[config.mk]
export PLATFORM = sky130hd
export DESIGN_NAME = cg_align_monitor
export DESIGN_NICKNAME = d
export VERILOG_FILES = /design/src/rtl/cgam_pkg.sv /design/src/rtl/cgam_window.sv /design/src/rtl/cgam_slot.sv /design/src/rtl/cgam_fsm.sv /design/src/rtl/cg_align_monitor.sv
export SDC_FILE = /design/constraint.sdc
export NUM_CORES = 1
export LEC_CHECK = 0
export CAP_MARGIN = 10
export CORE_ASPECT_RATIO = 1.25
export CORE_MARGIN = 2
export CORE_UTILIZATION = 40
export DETAILED_ROUTE_END_ITERATION = 16
export GPL_TIMING_DRIVEN = 0
export PLACE_DENSITY_LB_ADDON = 0.1
export SETUP_SLACK_MARGIN = 0.5
export SKIP_LAST_GASP = 1
export SYNTH_ARGS = -nofsm -noshare
export SYNTH_HDL_FRONTEND = slang
export SYNTH_HIERARCHICAL = 1
export SYNTH_SLANG_ARGS = --single-unit
[constraint.sdc]
create_clock -name clk -period 6 [get_ports clk]
set_clock_uncertainty 0.15 [all_clocks]
set_input_delay 0.6 -clock clk [delete_from_list [all_inputs] [get_ports clk]]
set_output_delay 0.6 -clock clk [all_outputs]
set_load 0.01 [all_outputs]
[src/rtl/cgam_pkg.sv]
package cgam_pkg;
    localparam int SYM_W = 5;
    localparam int WIN_W = 2 * SYM_W;

    typedef enum logic [1:0] {
        ST_HUNT  = 2'd0,
        ST_FRAME = 2'd1,
        ST_TAIL  = 2'd2
    } cg_state_e;

    localparam logic [SYM_W-1:0] CG_J = 5'b11000;
    localparam logic [SYM_W-1:0] CG_K = 5'b10001;
    localparam logic [SYM_W-1:0] CG_I = 5'b11111;
    localparam logic [SYM_W-1:0] CG_T = 5'b01101;
    localparam logic [SYM_W-1:0] CG_R = 5'b00111;
    localparam logic [SYM_W-1:0] CG_H = 5'b00100;

    // Legal line codes: sixteen data values plus the control set.
    function automatic logic cg_is_legal(input logic [SYM_W-1:0] c);
        logic ok;
        case (c)
            5'b11110, 5'b01001, 5'b10100, 5'b10101,
            5'b01010, 5'b01011, 5'b01110, 5'b01111,
            5'b10010, 5'b10011, 5'b10110, 5'b10111,
            5'b11010, 5'b11011, 5'b11100, 5'b11101: ok = 1'b1;
            CG_I, CG_J, CG_K, CG_T, CG_R, CG_H:     ok = 1'b1;
            default:                                ok = 1'b0;
        endcase
        return ok;
    endfunction
endpackage

[src/rtl/cgam_window.sv]
module cgam_window #(
    parameter int W = 10
) (
    input  logic         clk,
    input  logic         rst_n,
    input  logic         clear,
    input  logic         shift,
    input  logic         bit_in,
    output logic [W-1:0] win_next
);
    logic [W-1:0] win_q;

    assign win_next = {win_q[W-2:0], bit_in};

    always_ff @(posedge clk or negedge rst_n) begin
        if (!rst_n)      win_q <= '0;
        else if (clear)  win_q <= '0;
        else if (shift)  win_q <= win_next;
    end
endmodule

[src/rtl/cgam_slot.sv]
module cgam_slot #(
    parameter int N = 5
) (
    input  logic clk,
    input  logic rst_n,
    input  logic clear,
    input  logic adv,
    output logic done
);
    localparam int CW = (N > 1) ? $clog2(N) : 1;
    logic [CW-1:0] cnt_q;

    assign done = adv && (cnt_q == CW'(N - 1));

    always_ff @(posedge clk or negedge rst_n) begin
        if (!rst_n)      cnt_q <= '0;
        else if (clear)  cnt_q <= '0;
        else if (done)   cnt_q <= '0;
        else if (adv)    cnt_q <= cnt_q + 1'b1;
    end

    // the group position never leaves its range
    a_r4_slot_range: assert property (@(posedge clk) disable iff (!rst_n)
        cnt_q <= CW'(N - 1));
endmodule

[src/rtl/cgam_fsm.sv]
module cgam_fsm
    import cgam_pkg::*;
#(
    parameter int IDLE_RUN = 4
) (
    input  logic             clk,
    input  logic             rst_n,
    input  logic             sig_ok,
    input  logic             bit_vld,
    input  logic             delim_hit,
    input  logic             grp_done,
    input  logic [SYM_W-1:0] grp,
    output logic             locked,
    output logic [SYM_W-1:0] sym_out,
    output logic             sym_vld,
    output logic             code_err
);
    localparam int IW = $clog2(IDLE_RUN + 1);

    cg_state_e      state_q, state_d;
    logic [IW-1:0]  idle_q, idle_d;
    logic           is_end, is_idle, emit;

    assign is_end  = (grp == CG_T) || (grp == CG_R);
    assign is_idle = (grp == CG_I);
    assign emit    = sig_ok && grp_done && (state_q != ST_HUNT);
    assign locked  = (state_q != ST_HUNT);

    always_comb begin
        state_d = state_q;
        idle_d  = idle_q;
        if (!sig_ok) begin
            state_d = ST_HUNT;
            idle_d  = '0;
        end else begin
            unique case (state_q)
                ST_HUNT: begin
                    idle_d = '0;
                    if (bit_vld && delim_hit) state_d = ST_FRAME;
                end
                ST_FRAME: begin
                    if (grp_done && is_end) begin
                        state_d = ST_TAIL;
                        idle_d  = '0;
                    end
                end
                ST_TAIL: begin
                    if (grp_done) begin
                        if (is_idle) begin
                            if (idle_q == IW'(IDLE_RUN - 1)) begin
                                state_d = ST_HUNT;
                                idle_d  = '0;
                            end else begin
                                idle_d = idle_q + 1'b1;
                            end
                        end else if (is_end) begin
                            idle_d = '0;
                        end else begin
                            state_d = ST_FRAME;
                            idle_d  = '0;
                        end
                    end
                end
                default: begin
                    state_d = ST_HUNT;
                    idle_d  = '0;
                end
            endcase
        end
    end

    always_ff @(posedge clk or negedge rst_n) begin
        if (!rst_n) begin
            state_q <= ST_HUNT;
            idle_q  <= '0;
        end else begin
            state_q <= state_d;
            idle_q  <= idle_d;
        end
    end

    always_ff @(posedge clk or negedge rst_n) begin
        if (!rst_n) begin
            sym_out  <= '0;
            sym_vld  <= 1'b0;
            code_err <= 1'b0;
        end else begin
            sym_vld  <= emit;
            code_err <= emit && !cg_is_legal(grp);
            if (emit) sym_out <= grp;
        end
    end

    // lock is only gained on an accepted bit completing the delimiter
    a_r2_lock_source: assert property (@(posedge clk) disable iff (!rst_n)
        $rose(locked) |-> $past(bit_vld && delim_hit && sig_ok));
    // no symbol strobe after a cycle spent hunting
    a_r3_quiet_hunt: assert property (@(posedge clk) disable iff (!rst_n)
        (!locked && $past(!locked)) |-> !sym_vld);
    // the strobe is a single-cycle pulse
    a_r4_vld_pulse: assert property (@(posedge clk) disable iff (!rst_n)
        sym_vld |=> !sym_vld);
    // the idle run counter stays below its release value
    a_r8_idle_range: assert property (@(posedge clk) disable iff (!rst_n)
        idle_q < IW'(IDLE_RUN));
    // loss of signal releases the lock by the next cycle
    a_r10_los_drop: assert property (@(posedge clk) disable iff (!rst_n)
        !sig_ok |=> !locked);
    // an error pulse always comes with a symbol strobe
    a_r11_err_with_vld: assert property (@(posedge clk) disable iff (!rst_n)
        code_err |-> sym_vld);
endmodule

[src/rtl/cg_align_monitor.sv]
module cg_align_monitor
    import cgam_pkg::*;
#(
    parameter int IDLE_RUN = 4
) (
    input  logic             clk,
    input  logic             rst_n,
    input  logic             sig_ok,
    input  logic             bit_vld,
    input  logic             bit_in,
    output logic [SYM_W-1:0] sym_out,
    output logic             sym_vld,
    output logic             locked,
    output logic             code_err
);
    logic [WIN_W-1:0] win_next;
    logic             delim_hit;
    logic             grp_done;

    cgam_window #(.W(WIN_W)) win_i (
        .clk      (clk),
        .rst_n    (rst_n),
        .clear    (!sig_ok),
        .shift    (bit_vld),
        .bit_in   (bit_in),
        .win_next (win_next)
    );

    assign delim_hit = (win_next == {CG_J, CG_K});

    cgam_slot #(.N(SYM_W)) slot_i (
        .clk   (clk),
        .rst_n (rst_n),
        .clear (!sig_ok || !locked),
        .adv   (bit_vld && locked),
        .done  (grp_done)
    );

    cgam_fsm #(.IDLE_RUN(IDLE_RUN)) fsm_i (
        .clk       (clk),
        .rst_n     (rst_n),
        .sig_ok    (sig_ok),
        .bit_vld   (bit_vld),
        .delim_hit (delim_hit),
        .grp_done  (grp_done),
        .grp       (win_next[SYM_W-1:0]),
        .locked    (locked),
        .sym_out   (sym_out),
        .sym_vld   (sym_vld),
        .code_err  (code_err)
    );
endmodule

==> metrics.csv, run 1 <==
stage;metric;value;unit
outcome;outcome;finished clean;
drt;Via density;5.24;
drt;via count;891;
synthesis;net count after synthesis;129;
run;Max-Cap Viols;0;
worst_setup_path;CP max FO;9;
die;die span in x;54.2;um
synthesis;Seq/Total Area, Yosys;0.478;
worst_setup_path;CP arrival;2.33;ns
synthesis;FFs w/ async S/R, synth;1.00;
pwr;NetSw;0.0576;mW
pwr;P_int;0.207;mW
placement;worst slack, placed;3.36;ns
worst_setup_path;crit start category;primary input;
cts;CTS clock-pin slew for the worst setup and hold paths;0.13;ns
synthesis;Post-synth EDFFs;0;
synthesis;Mean Syn Cell Area;10.7;um2
synthesis;register bit total from synthesis;24;
drt;drc violations;0;
worst_setup_path;CP Capture Type;flop;
cts;clk buf depth;2;
synthesis;main area contributors after synthesis;dfrtp_1 (48%), mux2i_1 (10%), ha_1 (6.0%);
global_routing;pin count of the biggest net entering global routing;25;
pwr;leakage;0.679;nW
sta;Tmin final;2.27;ns
pwr;Comb power frac;0.064;
drt;drt initial violations;19;
cts;Clock Sinks;24;
pwr;part of the power in registers;0.621;
drt;post-route ant nets;0;
worst_setup_path;critical path required time;6.06;ns
synthesis;Cells after Synth;118;
synthesis;synth cell count leaders;dfrtp_1 (24), mux2i_1 (13), nor2_1 (13), nand2_1 (9), inv_1 (7);
synthesis;synth unique cells;36;
cts;Post-CTS Setup Bufs;0;
sta;Final Hold Vio Count;0;
worst_setup_path;slowest CP cell;clkdlybuf4s50_1;
min_path;Worst Hold Class;reg2reg;
die;die height;66.7;um
global_routing;first-pass GRT wire length;3840;um
cts;Clock Latency Late Sink;0.31;ns
cts;CTS tree;done;
pwr;Switching Share;0.218;
drt;wire per inst;13.4;um
global_routing;remaining global-route overflow;0;
sta;RSZ-0062 raised after global routing;no;
worst_setup_path;Worst Path Buf+Inv;1;
global_routing;gr usage total;0.147;
synthesis;Synthesis Warnings;6;
cts;CTS resizes;0;
final_layout;fill count;290;
die;# rows;22;
die;die area;0.00361;mm2
placement;HPWL after DPL;1640;um
drt;drt first pass iters;4;
die;Initial Utilization;0.423;
sta;final max-slew violation count;0;
pwr;pwr dens;181;mW/mm2
sta;final setup fails;0;
sta;Slew @ Worst Pin;1.08;ns
cts;hold buffers post-CTS;0;
pwr;worst vdd ir;0.000118;V
placement;Placed Instances;166;
sta;Final period util;0.379;
worst_setup_path;worst stage delay on the critical path;0.52;ns
final_layout;Core Util, Final;0.491;
final_layout;Ant. Diodes;0;
worst_setup_path;critical path type;in2reg;
worst_setup_path;reg2reg setup slack;3.91;ns
cts;root buffer cell;clkbuf_4;
sta;TNS Setup;0;ns
drt;Post-Route WL;2280;um
global_routing;number of global-route vias before repair;852;
final_layout;share of layout cells above drive strength 1;0.112;
synthesis;top_reg_cell synth;dfrtp_1;
pwr;clock network power share;0.315;
die;core footprint;0.00297;mm2
cts;H-Tree Depth;1;
synthesis;most instantiated library cell after synthesis;dfrtp_1;
final_layout;nets;146;
sta;slew margin rel.;0.279;
cts;Num CTS Buffers;3;
final_layout;Finished Layout Cells;170;
placement;Placer Congestion;0.743;
worst_setup_path;CP cell instances;clkdlybuf4s50_1 -> and2_1 -> and3_2 -> nand3_1 -> mux2_1;
global_routing;initial antenna violation count;0;
synthesis;area fraction of the dominant cell type after synthesis;0.478;
worst_setup_path;Top delay family on crit path;simple AND/OR/NAND/NOR gates;
synthesis;synthesized cell area;0.00126;mm2
sta;Max Fclk;440;MHz
synthesis;Synth area leader;dfrtp_1;
final_layout;area delta synth->final;16.0;%
sta;final setup margin;3.73;ns
die;Ports;13;
placement;number of I/O port buffers;12;
final timing paths:
kind | start | end | cells after the start
setup reg to reg | fsm_i/state_q[0] | fsm_i/sym_out[4] | 5
min in group asynchronous | rst_n | slot_i/cnt_q[2] | 1
max in group asynchronous | rst_n | win_i/win_q[4] | 1
hold reg to reg | fsm_i/sym_out[1] | fsm_i/sym_out[1] | 2
setup / recovery | bit_vld | fsm_i/sym_out[3] | 5
hold / removal | fsm_i/sym_out[1] | fsm_i/sym_out[1] | 2
through the flow:
| stage | instance area, um2 | hold WS (ns) | power [mW] |
|---|---|---|---|
| detailed placement | 1420 | 0.335 | 0.184 |
| floorplan | 1260 | 0.154 | 0.176 |
| finish | 1460 | 0.352 | 0.264 |
| global route | 1460 | 0.386 | 0.280 |
| CTS | 1460 | 0.366 | 0.271 |
| global placement | 1420 | 0.320 | 0.184 |
state kept, by name, indices dropped and copies added, names as in the netlist:
register / flops
fsm_i/code_err: 1
fsm_i/idle_q: 3
fsm_i/state_q: 2
fsm_i/sym_out: 5
fsm_i/sym_vld: 1
slot_i/cnt_q: 3
win_i/win_q: 9
placed cells by master, fill, tap and decap left out, types with 2 or more instances in the layout:
cell	netlist	final
o21ai_0	5	5
nand2b_1	2	2
nor2_1	13	13
nor3_1	3	3
mux2_2	2	2
o211a_1	2	2
nand2_1	9	9
clkdlybuf4s50_1	0	12
clkbuf_4	0	3
inv_1	7	7
nor3_2	2	2
ha_1	6	6
nand4bb_1	2	2
nand3_1	3	3
dfrtp_1	24	24
a21oi_1	4	4
mux2i_1	13	13
metal layers:
metal  wire [um]  GRT usage
met5           0          0
met4          17     0.0563
met3          63     0.0269
met2        1170      0.241
met1        1030      0.187
cell families after synthesis:
family	after synthesis	synth area share
fa+ha+maj	6	0.0597
simple gates	46	0.208
compound gates	15	0.0816
buf+inv	11	0.0428
mux	16	0.130
flops	24	0.478
power groups by stage:
stage	combinational (mW)	sequential, mW	clock (mW)
after floorplan	0.00919	0.167	0
after global placement	0.0171	0.167	0
after detailed placement	0.0173	0.167	0
after CTS	0.0173	0.164	0.0895
after global routing	0.0192	0.164	0.0964
final	0.0168	0.164	0.0834
final cells by class:
cell class                      count  area, um2  area share
Buffer                              4       27.5      0.0189
Timing Repair Buffer               12        120      0.0823
Clock buffer                        4       36.3      0.0249
Inverter                            7       26.3      0.0180
Multi-Input combinational cell     83        603       0.413
Sequential cell                    24        601       0.412
Tap cell                           36       45.0      0.0309
tightest hold or removal path: stages, from the launching register on:
cell and delay, ns:
dfrtp_1 0.37, nand2_1 0.05, o21ai_0 0.06
(Power assumes the default switching activity.)
==> inputs of run 2 (changes only) <==
==> constraint.sdc (replaced) <==
create_clock -name clk -period 2.2 [get_ports clk]
set_clock_uncertainty 0.15 [all_clocks]
set_input_delay 0.22 -clock clk [delete_from_list [all_inputs] [get_ports clk]]
set_output_delay 0.22 -clock clk [all_outputs]
set_load 0.01 [all_outputs]
==> metrics.csv, run 2 (same netlist as run 1, synthesis figures left out) <==
stage;metric;value;unit;change
placement;Placer Congestion;0.781;;+5.0%
sta;Final Hold Vio Count;0;;unchanged
placement;HPWL after DPL;1580;um;-3.3%
drt;via count;927;;+4.0%
sta;final max-slew violation count;0;;unchanged
cts;Clock Latency Late Sink;0.31;ns;about the same
drt;wire per inst;13.4;um;-0.16%
placement;number of I/O port buffers;12;;unchanged
final_layout;Largest register FFs;9;;unchanged
cts;CTS tree;done;;
drt;drt initial violations;11;;-8
global_routing;gr usage total;0.153;;+0.00649
global_routing;initial antenna violation count;0;;unchanged
final_layout;nets;157;;+7.5%
min_path;Worst Hold Class;in2async;;
final_layout;most frequent cells in the layout;dfrtp_1 (21), nor2_1 (13), mux2i_1 (12);;
die;Ports;13;;unchanged
sta;final setup fails;0;;unchanged
worst_setup_path;CP max FO;4;;-5
cts;clk buf depth;2;;unchanged
final_layout;area delta synth->final;31.1;%;
sta;TNS Setup;0;ns;unchanged
cts;root buffer cell;clkbuf_4;;
die;die height;66.7;um;unchanged
run;Max-Cap Viols;0;;unchanged
global_routing;remaining global-route overflow;0;;unchanged
pwr;worst vdd ir;0.000376;V;+220%
drt;drc violations;0;;unchanged
die;core footprint;0.00297;mm2;unchanged
final_layout;most common cell after layout, fill and taps aside;dfrtp_1;;
cts;H-Tree Depth;1;;unchanged
cts;Clock Sinks;24;;unchanged
global_routing;number of global-route vias before repair;914;;+7.3%
cts;CTS clock-pin slew for the worst setup and hold paths;0.13;ns;about the same
pwr;pwr dens;422;mW/mm2;+130%
worst_setup_path;crit start category;flop;;
worst_setup_path;Critical Path Start;fsm_i/state_q[1];;
drt;Post-Route WL;2410;um;+5.7%
final_layout;share of layout cells above drive strength 1;0.306;;+0.194
sta;Final period util;0.776;;
drt;drt first pass iters;4;;unchanged
worst_setup_path;RR Endpoint;fsm_i/sym_out[4];;
sta;slew margin rel.;0.596;;+0.317
cts;Num CTS Buffers;3;;unchanged
worst_setup_path;critical path required time;2.25;ns;-3.81 ns
drt;Via density;5.15;;-1.7%
cts;hold buffers post-CTS;0;;unchanged
worst_setup_path;CP arrival;1.76;ns;-0.57 ns
sta;RSZ-0062 raised after global routing;yes;;
die;Initial Utilization;0.423;;unchanged
final_layout;Largest regs;win_i/win_q x9, fsm_i/sym_out x5;;
final_layout;Finished Layout Cells;180;;+5.9%
die;die span in x;54.2;um;unchanged
sta;Tmin final;1.71;ns;
worst_setup_path;reg2reg setup slack;0.49;ns;-3.42 ns
worst_setup_path;critical path type;reg2reg;;
sta;Slew @ Worst Pin;0.604;ns;-0.474 ns
global_routing;pin count of the biggest net entering global routing;25;;unchanged
pwr;Power Total;0.696;mW;+160%
outcome;outcome;finished clean;;
sta;Max Fclk;586;MHz;
pwr;leakage;0.750;nW;+10%
worst_setup_path;Reg2Reg Depth;5;;unchanged
worst_setup_path;CP Capture Type;flop;;
drt;post-route ant nets;0;;unchanged
final_layout;Ant. Diodes;0;;unchanged
placement;Placed Instances;166;;unchanged
die;# rows;22;;unchanged
die;die area;0.00361;mm2;unchanged
final_layout;largest register by flop count;win_i/win_q;;
global_routing;first-pass GRT wire length;4110;um;+7.0%
worst_setup_path;Reg-to-Reg Start;fsm_i/state_q[1];;
-- run 2: worst max-delay path, cell delays in order, from the launching register on --
cell and delay (ns):
dfrtp_1 0.40, or2_4 0.25, and2_4 0.14, and3_4 0.20, nand3_4 0.12, mux2_2 0.34
-- run 2: routing by layer --
layer | track usage | part of all wire | routed length (um)
met1 | 0.206 | 0.49 | 1170
met2 | 0.241 | 0.47 | 1130
met3 | 0.0291 | 0.032 | 76
met4 | 0.0563 | 0.011 | 27
met5 | 0 | 0 | 0
-- run 2: worst max-delay path by stage --
| stage | to | cells past startpoint |
|---|---|---|
| after floorplan | fsm_i/sym_out[2] | 5 |
| after global placement | fsm_i/idle_q[2] | 7 |
| after detailed placement | fsm_i/idle_q[2] | 7 |
| after CTS | fsm_i/idle_q[0] | 7 |
| after global routing | fsm_i/idle_q[0] | 7 |
| final | fsm_i/sym_out[4] | 5 |
-- run 2: stage by stage --
step | instance area, um2 | util | hold WS (ns) | setup slack [ns]
6_report | 1650 | 0.555 | 0.124 | 0.493
5_1_grt | 1650 | 0.555 | 0.151 | 0.380
4_1_cts | 1560 | 0.524 | 0.361 | 0.418
3_5_place_dp | 1450 | 0.487 | 0.335 | 0.119
3_3_place_gp | 1450 | 0.487 | 0.318 | 0.140
2_1_floorplan | 1280 | - | -0.226 | 0.481
-- run 2: timing repair --
action                                  in CTS  in global routing
endpoints found under the setup margin       8                  9
resized for setup                            8                 18
setup buffers                                8                  2
pin swaps                                    6                  5
-- run 2: layout make-up --
class                           instances  area (um2)
Clock buffer                            3        22.5
Sequential cell                        24         604
Multi-Input combinational cell         83         716
Inverter                                7        28.8
Tap cell                               36        45.0
Fill cell                             275        1320
Buffer                                  4        27.5
Timing Repair Buffer                   23         205
-- run 2: power breakdown --
part / total, mW / leakage [nW] / internal, mW / switching, mW
clock network: 0.186 / 0.0138 / 0.0639 / 0.122
registers: 0.449 / 0.330 / 0.443 / 0.00610
logic: 0.0600 / 0.406 / 0.0279 / 0.0322
==> inputs of run 3 (changes only) <==
==> constraint.sdc (replaced) <==
create_clock -name clk -period 1.5 [get_ports clk]
set_clock_uncertainty 0.15 [all_clocks]
set_input_delay 0.15 -clock clk [delete_from_list [all_inputs] [get_ports clk]]
set_output_delay 0.15 -clock clk [all_outputs]
set_load 0.01 [all_outputs]
==> metrics.csv, run 3 (same netlist as run 1, synthesis figures left out) <==
stage;metric;value;unit;change
drt;wire per inst;14.7;um;+10%
global_routing;initial antenna violation count;0;;unchanged
worst_setup_path;Critical Path Start;fsm_i/state_q[0];;
worst_setup_path;CP Capture Type;flop;;
pwr;worst vdd ir;0.000835;V;+120%
sta;TNS Setup;-3.19;ns;-3.19 ns
drt;drc violations;0;;unchanged
final_layout;Largest register FFs;9;;unchanged
pwr;pwr dens;664;mW/mm2;+57%
pwr;leakage;0.879;nW;+17%
cts;root buffer cell;clkbuf_4;;
worst_setup_path;Top delay family on crit path;simple AND/OR/NAND/NOR gates;;
drt;via count;1012;;+9.2%
die;core footprint;0.00297;mm2;unchanged
sta;Final period util;1.19;;+0.419
worst_setup_path;Worst Path Buf+Inv;1;;+1
outcome;outcome;finished, violations left;;
sta;RSZ-0062 raised after global routing;yes;;
cts;CTS tree;done;;
sta;Slew @ Worst Pin;0.629;ns;+0.0258 ns
die;# rows;22;;unchanged
worst_setup_path;critical path type;reg2reg;;
worst_setup_path;crit start category;flop;;
global_routing;number of global-route vias before repair;1018;;+11%
min_path;Worst Hold Class;in2async;;
drt;Post-Route WL;2890;um;+20%
sta;Final Hold Vio Count;24;;+24
final_layout;nets;172;;+9.6%
sta;final max-slew violation count;0;;unchanged
cts;clk buf depth;2;;unchanged
cts;Clock Sinks;24;;unchanged
drt;drt initial violations;21;;+10
worst_setup_path;CP max FO;4;;unchanged
run;Max-Cap Viols;0;;unchanged
cts;Num CTS Buffers;3;;unchanged
final_layout;area delta synth->final;44.6;%;
cts;Clock Latency Late Sink;0.32;ns;about the same
sta;final setup fails;16;;+16
outcome;failing checks;negative hold slack, negative setup slack;;
worst_setup_path;Reg-to-Reg Start;fsm_i/state_q[0];;
die;die span in x;54.2;um;unchanged
final_layout;Ant. Diodes;0;;unchanged
worst_setup_path;Reg2Reg Depth;6;;+1
sta;slew margin rel.;0.580;;-0.0159
final_layout;most frequent cells in the layout;dfrtp_1 (20), buf_4 (17), nor2_1 (13);;
global_routing;gr usage total;0.170;;+0.0164
sta;Tmin final;1.79;ns;+0.0845 ns
die;Ports;13;;unchanged
placement;Placed Instances;166;;unchanged
cts;CTS clock-pin slew for the worst setup and hold paths;0.14;ns;about the same
worst_setup_path;reg2reg setup slack;-0.29;ns;-0.78 ns
final_layout;largest register by flop count;win_i/win_q;;
sta;Max Fclk;558;MHz;-4.7%
global_routing;first-pass GRT wire length;4510;um;+9.7%
global_routing;remaining global-route overflow;0;;unchanged
die;Initial Utilization;0.423;;unchanged
worst_setup_path;CP arrival;1.86;ns;+0.10 ns
worst_setup_path;critical path required time;1.57;ns;-0.68 ns
final_layout;share of layout cells above drive strength 1;0.475;;+0.169
worst_setup_path;worst stage delay on the critical path;0.41;ns;about the same
sta;hold_ws;-0.229;ns;-0.353 ns
sta;final setup margin;-0.292;ns;-0.785 ns
die;die area;0.00361;mm2;unchanged
placement;Placer Congestion;0.763;;-2.2%
final_layout;most common cell after layout, fill and taps aside;dfrtp_1;;
final_layout;Finished Layout Cells;196;;+8.9%
final_layout;fill count;259;;-5.8%
drt;drt first pass iters;4;;unchanged
global_routing;pin count of the biggest net entering global routing;25;;unchanged
placement;number of I/O port buffers;12;;unchanged
worst_setup_path;RR Endpoint;fsm_i/sym_out[3];;
cts;H-Tree Depth;1;;unchanged
worst_setup_path;slowest CP cell;dfrtp_1;;
placement;HPWL after DPL;1600;um;+1.3%
final_layout;Largest regs;win_i/win_q x9, fsm_i/sym_out x5;;
drt;post-route ant nets;0;;unchanged
worst_setup_path;CP cell instances;or2_4 -> and2_4 -> and3_4 -> buf_6 -> nand3_4 -> mux2_4;;
drt;Via density;5.16;;+0.26%
die;die height;66.7;um;unchanged
[run 3: final cells by class]
class	instances	area [um2]	share of cell area
buffer	4	28.8	0.0158
clock buffer	3	22.5	0.0124
clock inverter	1	30.0	0.0165
inverter	7	26.3	0.0145
multi-input combinational	83	747	0.411
sequential	24	606	0.333
tap	36	45.0	0.0248
timing repair buffer	38	313	0.172
[run 3: worst max path at each step]
| stage | end | depth (start not counted) |
|---|---|---|
| 2_1_floorplan | fsm_i/sym_out[2] | 5 |
| 6_report | fsm_i/sym_out[3] | 6 |
| 4_1_cts | fsm_i/idle_q[0] | 7 |
| 3_5_place_dp | fsm_i/idle_q[2] | 7 |
| 5_1_grt | fsm_i/idle_q[2] | 7 |
| 3_3_place_gp | fsm_i/idle_q[2] | 7 |
[run 3: per-layer routing]
layer | track usage | vias to the layer above | share of wire
met5 | 0 | - | 0
met4 | 0.0563 | 0 | 0.0059
met3 | 0.0269 | 2 | 0.021
met2 | 0.280 | 13 | 0.51
met1 | 0.221 | 498 | 0.46
li1 | - | 499 | -
[run 3: per-stage QoR]
| step | setup slack, ns | hold WS (ns) | utilization | total power [mW] | instance area [um2] |
|---|---|---|---|---|---|
| 6_report | -0.292 | -0.229 | 0.612 | 1.21 | 1820 |
| 5_1_grt | -0.353 | -0.201 | 0.612 | 1.26 | 1820 |
| 4_1_cts | -0.287 | -0.224 | 0.559 | 1.22 | 1660 |
| 3_5_place_dp | -0.510 | 0.325 | 0.487 | 0.739 | 1450 |
| 3_3_place_gp | -0.510 | 0.318 | 0.487 | 0.738 | 1450 |
| 2_1_floorplan | -0.219 | -0.296 | - | 0.705 | 1280 |
[run 3: power by group]
group | internal [mW] | switching (mW) | total, mW
logic | 0.0388 | 0.0496 | 0.0884
clock network | 0.270 | 0.190 | 0.460
registers | 0.651 | 0.00775 | 0.658
[run 3: timing repair]
action                                  CTS  global route
hold endpoints to repair                 24            24
gates cloned                              1             0
setup buffers                            14            11
resized for setup                        62            18
pin swaps                                 5            11
endpoints found under the setup margin   56            27
